==> src/rtl/bmp_pkg.sv <==
package bmp_pkg;
  localparam int NUM_LANES = 4;

  // encoding is {busMatch, busSize}
  typedef enum logic [1:0] {
    MODE_FULL = 2'b00,
    MODE_OFF  = 2'b01,
    MODE_HALF = 2'b10,
    MODE_BYTE = 2'b11
  } busMode_e;

  typedef struct packed {
    busMode_e               mode;
    logic [1:0]             laneSel;
    logic [NUM_LANES-1:0]   wrMask;
    logic                   rdGo;
    logic                   quiet;
  } bmpCtrl_t;
endpackage

==> src/rtl/bmp_ctrl.sv <==
module bmp_ctrl
  import bmp_pkg::*;
(
  input  logic     clk,
  input  logic     rst_n,
  input  logic     busMatch,
  input  logic     busSize,
  input  logic     wordSel,
  input  logic     byteSel,
  input  logic     rdEn,
  input  logic     wrEn,
  output bmpCtrl_t ctrl,
  output logic     configSettling
);
  logic [1:0] cfgQ;
  logic [1:0] cfgNow;
  busMode_e   mode;
  logic [NUM_LANES-1:0] laneMask;

  assign cfgNow = {busMatch, busSize};
  assign mode   = busMode_e'(cfgNow);

  always_ff @(posedge clk or negedge rst_n) begin
    if (!rst_n) cfgQ <= 2'b00;
    else        cfgQ <= cfgNow;
  end

  assign configSettling = (cfgNow != cfgQ);

  always_comb begin
    unique case (mode)
      MODE_FULL: laneMask = '1;
      MODE_HALF: laneMask = wordSel ? 4'b1100 : 4'b0011;
      MODE_BYTE: laneMask = 4'b0001 << {wordSel, byteSel};
      default:   laneMask = '0;
    endcase
  end

  always_comb begin
    ctrl.mode    = mode;
    ctrl.laneSel = {wordSel, byteSel};
    ctrl.wrMask  = (wrEn && !configSettling) ? laneMask : '0;
    ctrl.rdGo    = rdEn && !wrEn && !configSettling && (mode != MODE_OFF);
    ctrl.quiet   = configSettling;
  end
endmodule

==> src/rtl/bmp_datapath.sv <==
module bmp_datapath
  import bmp_pkg::*;
#(
  parameter int LANE_W = 9,
  parameter int ADDR_W = 4
) (
  input  logic                           clk,
  input  logic                           rst_n,
  input  bmpCtrl_t                       ctrl,
  input  logic [ADDR_W-1:0]              addr,
  input  logic [LANE_W*NUM_LANES-1:0]    dataIn,
  output logic [LANE_W*NUM_LANES-1:0]    dataOut,
  output logic [NUM_LANES-1:0]           laneOe
);
  localparam int DATA_W = LANE_W * NUM_LANES;
  localparam int HALF_W = 2 * LANE_W;
  localparam int DEPTH  = 1 << ADDR_W;

  logic [DATA_W-1:0]    wrData;
  logic [DATA_W-1:0]    rdWord;
  logic [DATA_W-1:0]    rdSteer;
  logic [NUM_LANES-1:0] rdOe;
  logic [DATA_W-1:0]    doutQ;
  logic [NUM_LANES-1:0] oeQ;

  // narrow write data is replicated so every lane sees its source bits
  always_comb begin
    unique case (ctrl.mode)
      MODE_FULL: wrData = dataIn;
      MODE_HALF: wrData = {2{dataIn[HALF_W-1:0]}};
      default:   wrData = {NUM_LANES{dataIn[LANE_W-1:0]}};
    endcase
  end

  for (genvar g = 0; g < NUM_LANES; g++) begin : gLane
    logic [LANE_W-1:0] laneMem [DEPTH];
    always_ff @(posedge clk) begin
      if (ctrl.wrMask[g]) laneMem[addr] <= wrData[g*LANE_W +: LANE_W];
    end
    assign rdWord[g*LANE_W +: LANE_W] = laneMem[addr];
  end

  always_comb begin
    rdSteer = '0;
    rdOe    = '0;
    unique case (ctrl.mode)
      MODE_FULL: begin
        rdSteer = rdWord;
        rdOe    = '1;
      end
      MODE_HALF: begin
        rdSteer[HALF_W-1:0] = ctrl.laneSel[1] ? rdWord[DATA_W-1:HALF_W] : rdWord[HALF_W-1:0];
        rdOe    = 4'b0011;
      end
      MODE_BYTE: begin
        rdSteer[LANE_W-1:0] = rdWord[int'(ctrl.laneSel)*LANE_W +: LANE_W];
        rdOe    = 4'b0001;
      end
      default: ;
    endcase
  end

  always_ff @(posedge clk or negedge rst_n) begin
    if (!rst_n) begin
      doutQ <= '0;
      oeQ   <= '0;
    end else if (ctrl.rdGo) begin
      doutQ <= rdSteer;
      oeQ   <= rdOe;
    end else begin
      doutQ <= '0;
      oeQ   <= '0;
    end
  end

  assign dataOut = ctrl.quiet ? '0 : doutQ;
  assign laneOe  = ctrl.quiet ? '0 : oeQ;
endmodule

==> src/rtl/bus_match_port.sv <==
module bus_match_port
  import bmp_pkg::*;
#(
  parameter  int LANE_W = 9,
  parameter  int ADDR_W = 4,
  localparam int DATA_W = LANE_W * NUM_LANES
) (
  input  logic              clk,
  input  logic              rst_n,
  input  logic              busMatch,
  input  logic              busSize,
  input  logic [ADDR_W-1:0] addr,
  input  logic              wordSel,
  input  logic              byteSel,
  input  logic              rdEn,
  input  logic              wrEn,
  input  logic [DATA_W-1:0] dataIn,
  output logic [DATA_W-1:0] dataOut,
  output logic [NUM_LANES-1:0] laneOe,
  output logic              configSettling
);
  bmpCtrl_t ctrl;

  bmp_ctrl ctrl_i (
    .clk(clk), .rst_n(rst_n), .busMatch(busMatch), .busSize(busSize),
    .wordSel(wordSel), .byteSel(byteSel), .rdEn(rdEn), .wrEn(wrEn),
    .ctrl(ctrl), .configSettling(configSettling)
  );

  bmp_datapath #(.LANE_W(LANE_W), .ADDR_W(ADDR_W)) dp_i (
    .clk(clk), .rst_n(rst_n), .ctrl(ctrl), .addr(addr),
    .dataIn(dataIn), .dataOut(dataOut), .laneOe(laneOe)
  );
endmodule

==> config.mk <==
export PLATFORM = sky130hd
export DESIGN_NAME = bus_match_port
export DESIGN_NICKNAME = d
export VERILOG_FILES = /design/src/rtl/bmp_pkg.sv /design/src/rtl/bmp_ctrl.sv /design/src/rtl/bmp_datapath.sv /design/src/rtl/bus_match_port.sv
export SDC_FILE = /design/constraint.sdc
export NUM_CORES = 1
export LEC_CHECK = 0
export ABC_AREA = 0
export BUFFER_PORTS_ARGS = -buffer_cell sky130_fd_sc_hd__buf_2
export CORE_UTILIZATION = 43
export CTS_BUF_LIST = sky130_fd_sc_hd__clkbuf_8 sky130_fd_sc_hd__clkbuf_16
export DETAILED_ROUTE_END_ITERATION = 10
export GPL_TIMING_DRIVEN = 0
export PLACE_DENSITY = 0.61
export SLEW_MARGIN = 25
export SYNTH_ARGS = -nofsm -noshare
export SYNTH_HDL_FRONTEND = slang
export SYNTH_SLANG_ARGS = --single-unit
==> constraint.sdc <==
create_clock -name clk -period 2.9 [get_ports clk]
set_clock_uncertainty 0.1 [all_clocks]
set_input_delay 0.58 -clock clk [delete_from_list [all_inputs] [get_ports clk]]
set_output_delay 0.58 -clock clk [all_outputs]
set_load 0.005 [all_outputs]
==> results of run 1 <==
cells in the mapped netlist, drive strengths merged, types with 13 or more instances:
cell,number
nand4,32
o22ai,17
mux2,37
edfxtp,576
o21ai,13
o2111ai,18
a211oi,18
a22oi,18
buf,40
mux2i,16
mux4,127
dfrtp,41
nand2,69
nor2,141
a22o,18
clkbuf,47
and2,41
what timing repair did:
action,CTS,global route
setup buffers,1,6
gates resized for setup,83,32
hold buffers,2,0
pin swaps,1,2
setup endpoints to repair,649,452
hold endpoints to repair,42,0
worst max-delay path, delay by kind of cell (launching register included):
family	cells	cell delay (ps)
buffers and inverters	1	480
and+or+nand+nor	3	1480
DFF	1	390
xor gates and xnor gates	1	200
cell type report:
| type | instances | area share (%) |
|---|---|---|
| plain buffers | 85 | 1.45 |
| repair buffers | 104 | 2.10 |
| well taps | 756 | 3.34 |
| flip-flops and latches | 617 | 64.6 |
| clock inverters | 39 | 0.715 |
| inverters | 10 | 0.132 |
| multi-input cells | 623 | 21.9 |
| clock buffers | 69 | 5.77 |
worst paths after layout:
kind                            slack, ps  cells after the start                               endpoint                                   start
worst max-delay path                 -110                      5  dp_i.gLane[3].laneMem[2][8]$_DFFE_PP_                ctrl_i.cfgQ[1]$_DFF_PN0_
worst min-delay path                   30                      1               ctrl_i.cfgQ[0]$_DFF_PN0_                                 busSize
worst max register to register       -110                      5  dp_i.gLane[3].laneMem[2][8]$_DFFE_PP_                ctrl_i.cfgQ[1]$_DFF_PN0_
worst min register to register        730                      5                dp_i.doutQ[1]$_DFF_PN0_  dp_i.gLane[1].laneMem[14][1]$_DFFE_PP_
max in group asynchronous            1850                      2               dp_i.doutQ[29]$_DFF_PN0_                                   rst_n
min in group asynchronous             420                      2               dp_i.doutQ[19]$_DFF_PN0_                                   rst_n
routing by layer:
metal | routed length [um] | part of all wire, % | GRT usage [%] | vias to the layer above
met3 | 5890 | 9.0 | 4.19 | 127
met5 | 0 | 0 | 0 | -
met4 | 1960 | 3.0 | 6.85 | 0
met1 | 27700 | 43 | 33.7 | 7115
met2 | 29600 | 45 | 34.8 | 676
li1 | - | - | - | 5676
state kept, by name, indices dropped and copies added (netlist names):
| register | count |
|---|---|
| dp_i.oeQ | 3 |
| ctrl_i.cfgQ | 2 |
| dp_i.gLane.laneMem | 576 |
| dp_i.doutQ | 36 |
power by group:
part           internal, mW  switching (mW)
clock network          4.07            3.24
registers              9.82         0.00650
logic                 0.367           0.857
logic make-up (layout without fill, tap and decap cells):
| logic type | count (synthesis) | after routing |
|---|---|---|
| buffers and inverters | 97 | 307 |
| AND/OR/NAND/NOR | 310 | 310 |
| multiplexers | 180 | 180 |
| AO/OA/AOI/OAI | 131 | 131 |
| XOR/XNOR | 2 | 2 |
| flip-flops | 617 | 617 |
per-stage QoR:
| stage | std cells | total power [mW] | hold slack [ps] | instance area [um2] | util, % |
|---|---|---|---|---|---|
| 6_report | 2303 | 18.4 | 34.9 | 28300 | 50.3 |
| 3_3_place_gp | 2179 | 11.1 | 616 | 26000 | 46.0 |
| 5_1_grt | 2303 | 18.8 | 21.6 | 28300 | 50.3 |
| 2_1_floorplan | 1337 | 10.6 | 184 | 24600 | - |
| 4_1_cts | 2299 | 18.4 | 7.72 | 28200 | 50.0 |
| 3_5_place_dp | 2188 | 11.2 | 543 | 26100 | 46.3 |
==> reports/results.tsv, run 1 <==
metric	value	unit
Max VDD drop	0.000461	V
Slew @ Worst Pin	1090	ps
clk sink count	617	
Routed WL	65.1	mm
final hold vios	0	
CP max FO	10	
Final Setup Violations	126	
Slowest-stage cell, CP	nor2_2	
maxcap violations	0	
DRC	0	
sequential fraction of the synthesis area	74.5	%
Netlist cell types	37	
H-tree depth	2	
multi-input gate area in the final layout	6190	um2
Antenna Nets Post-Route	0	
synthesized instance count	1337	
Slew HR	26.8	%
failing checks	negative setup slack	
PD cells	648	nW/um2
n_diodes	0	
vias in the first global route	13300	
PnR worst setup slack	-111	ps
gpl congestion	0.974	
CORE AREA	56400	um2
initial antenna violation count	3	
worst skew pair latency	630	ps
CP max stage delay	650	ps
Synth area leader	edfxtp_1	
Slew Viols, Final	0	
CTS tree	built	
Tcrit/Tclk final	104	%
status	complete, but fails checks	
GRT Total Usage	22.9	%
startpoint types	register	
Lkg Pwr	9.40	nW
Root Buffer	clkbuf_16	
largest net degree at the start of global routing	42	
Fillers	4720	
Synth Area in Compound Gates	3.91	%
Post-Syn Area	24600	um2
I/O Buffers	86	
Worst Setup End Kind	register	
CTS Buf Count	60	
Post-synth EDFFs	576	
register bit total from synthesis	617	
post-synthesis mux area share	14.0	%
post-synth top area share	70.4	%
WP data arrival	3170	ps
Vias	13600	
Placement Rows	87	
Layout Nets	1549	
setup_tns	-5350	ps
Required @ worst endpoint	3060	ps
Area contributors post-synth	edfxtp_1, mux4_2, dfrtp_1, nor2_1, mux2_2	
unrepaired setup endpoints after global routing	true	
layout cells sized above 1	30.0	%
DRT iter0 DRCs	1712	
Ys Warns	0	
Starting Density	43.6	%
syn avg cell area	18.4	um2
commonest non-fill, non-tap cells in the layout	edfxtp_1, mux4_2, buf_2, nor2_1, nand2_1	
WL per Instance	28.3	um
dpl ws	-1360	ps
Clock Tree Buf Depth	3	
crit path cell chain	xor2_1, nor2_4, nand4_1, clkbuf_1, nor2_2	
chip height	241	um
simple-gate area share of the yosys netlist	5.71	%
HPWL Detailed	45.0	mm
Area growth syn-to-layout	15.3	%
post-synthesis xor/xnor area fraction	0.0713	%
die width	241	um
Crit Path Class	reg -> reg	
fraction of registers with async set/reset	6.65	%
post-synthesis adder-cell area fraction	0	%
combinational family with the most area after synthesis	multiplexers	
FF/Latch Area	18300	um2
vias per inst	5.90	
Period minus WS final	3010	ps
hold crit path type	in -> reg	
most common cell after layout, fill and taps aside	edfxtp_1	
Peak Freq	332	MHz
die area	58100	um2
DR pass1 iterations	6	
GRT overflow	0	
syn_nets	1385	
first-pass GRT wire length	92.9	mm
clk slew on worst S/H paths	60	ps
I/O pin count	89	
Top FF cell, synth	edfxtp_1	
(Power assumes the default switching activity.)
==> run 2, diff against run 1 <==
--- a/config.mk
+++ b/config.mk
@@ -7,11 +7,11 @@
 export LEC_CHECK = 0
 export ABC_AREA = 0
 export BUFFER_PORTS_ARGS = -buffer_cell sky130_fd_sc_hd__buf_2
-export CORE_UTILIZATION = 43
+export CORE_UTILIZATION = 60
 export CTS_BUF_LIST = sky130_fd_sc_hd__clkbuf_8 sky130_fd_sc_hd__clkbuf_16
 export DETAILED_ROUTE_END_ITERATION = 10
 export GPL_TIMING_DRIVEN = 0
-export PLACE_DENSITY = 0.61
+export PLACE_DENSITY = 0.8
 export SLEW_MARGIN = 25
 export SYNTH_ARGS = -nofsm -noshare
 export SYNTH_HDL_FRONTEND = slang
==> reports/results.tsv, run 2 (same netlist as run 1, synthesis figures left out) <==
metric	value	unit
WL per Instance	31.5	um
die width	204	um
final instance area	28000	um2
CTS tree	built	
Final Setup Violations	119	
Switching Share	22.2	%
hold depth	1	
Starting Density	61.3	%
CP max stage delay	670	ps
CP max FO	10	
worst skew pair latency	620	ps
number of flip-flops in the largest register	576	
DRC	0	
sequential power share	53.1	%
GRT Total Usage	32.3	%
status	complete, but fails checks	
Routed WL	65.1	mm
largest net degree at the start of global routing	42	
Slew Viols, Final	0	
most common cell after layout, fill and taps aside	edfxtp_1	
vias per inst	6.77	
Clock power frac	40.3	%
Clock Tree Buf Depth	3	
Period minus WS final	3020	ps
DRT iter0 DRCs	2089	
CTS Buf Count	57	
Reg with most FFs	dp_i.gLane.laneMem	
CP top delay family	simple AND/OR/NAND/NOR gates	
final hold vios	0	
Layout Nets	1543	
gpl congestion	0.981	
Slew HR	31.3	%
layout cells sized above 1	30.2	%
chip height	204	um
vias in the first global route	14000	
placed inst area	25800	um2
Area growth syn-to-layout	14.0	%
biggest regs	dp_i.gLane.laneMem (576), dp_i.doutQ (36), dp_i.oeQ (3)	
Slew @ Worst Pin	1030	ps
Max VDD drop	0.000577	V
Crit Path Class	reg -> reg	
HPWL Detailed	43.4	mm
DR pass1 iterations	6	
switching power	4.11	mW
Worst Path Buf+Inv	1	
Antenna Nets Post-Route	0	
PD cells	660	nW/um2
cell count after placement	1956	
Crit path depth	5	
Slowest-stage cell, CP	nor2_2	
Required @ worst endpoint	3040	ps
unrepaired setup endpoints after global routing	true	
first-pass GRT wire length	93.6	mm
Tcrit/Tclk final	104	%
failing checks	negative setup slack	
initial antenna violation count	3	
Placement Rows	73	
CORE AREA	40100	um2
Root Buffer	clkbuf_16	
hold crit path type	in -> reg	
R2R depth	5	
internal power	14.4	mW
I/O Buffers	86	
clk slew on worst S/H paths	60	ps
dpl ws	-1240	ps
die area	41800	um2
Vias	14000	
I/O pin count	89	
Logic pwr share	6.6	%
startpoint types	register	
H-tree depth	2	
crit path cell chain	xor2_2, nor2_4, nand4_1, clkbuf_1, nor2_2	
maxcap violations	0	
PnR worst setup slack	-116	ps
Worst Setup End Kind	register	
WP data arrival	3160	ps
Peak Freq	332	MHz
total power	18.5	mW
commonest non-fill, non-tap cells in the layout	edfxtp_1, mux4_2, buf_2, nor2_1, nand2_1	
Lkg Pwr	9.34	nW
GRT overflow	0	
final hold slack	52.9	ps
Final Non-Filler Cells	2069	
clk sink count	617	
-- run 2: per-stage QoR --
| stage | utilization, % | TNS (ps) |
|---|---|---|
| floorplan | - | 0 |
| global placement | 64.0 | -712170 |
| detailed placement | 64.2 | -636700 |
| CTS | 69.5 | -4810 |
| global route | 69.9 | -14950 |
| finish | 69.9 | -7850 |
-- run 2: worst paths after layout --
| check | startpoint | end | slack [ps] |
|---|---|---|---|
| min in group asynchronous | rst_n | dp_i.doutQ[15]$_DFF_PN0_ | 400 |
| max | ctrl_i.cfgQ[1]$_DFF_PN0_ | dp_i.gLane[2].laneMem[7][8]$_DFFE_PP_ | -120 |
| min | busMatch | ctrl_i.cfgQ[1]$_DFF_PN0_ | 50 |
| min reg2reg | dp_i.gLane[1].laneMem[12][6]$_DFFE_PP_ | dp_i.doutQ[6]$_DFF_PN0_ | 780 |
| max reg2reg | ctrl_i.cfgQ[1]$_DFF_PN0_ | dp_i.gLane[2].laneMem[7][8]$_DFFE_PP_ | -120 |
| max in group asynchronous | rst_n | dp_i.oeQ[0]$_DFF_PN0_ | 1860 |
-- run 2: what timing repair did --
| action | in CTS | in global routing |
|---|---|---|
| buffers inserted | 2 | 2 |
| pin swaps | 1 | 2 |
| hold buffers | 0 | 1 |
| hold endpoints to repair | 0 | 41 |
| resized for setup | 68 | 41 |
| endpoints found under the setup margin | 617 | 398 |
-- run 2: layout make-up --
cell class	instances	area, um2
repair buffers	99	553
flip-flops and latches	617	18300
plain buffers	87	418
diodes	2	5.00
clock buffers	61	1520
fillers	2410	12100
inverters	10	37.5
multi-input cells	623	6170
well taps	525	657
clock inverters	45	349
-- run 2: power groups by stage --
stage,sequential [mW],clock (mW),combinational [mW]
finish,9.83,7.46,1.22
global route,9.83,7.80,1.26
CTS,9.83,7.49,1.16
detailed placement,10.0,0,1.12
global placement,10.0,0,1.07
floorplan,10.0,0,0.628
-- run 2: metal layers --
metal	track usage [%]	vias up	wire length [um]	share of wire, %
li1	-	5674	-	-
met2	48.1	1006	29900	46
met1	45.6	7150	23900	37
met4	14.7	4	2980	4.6
met5	0	-	23	0.035
met3	8.45	179	8240	13
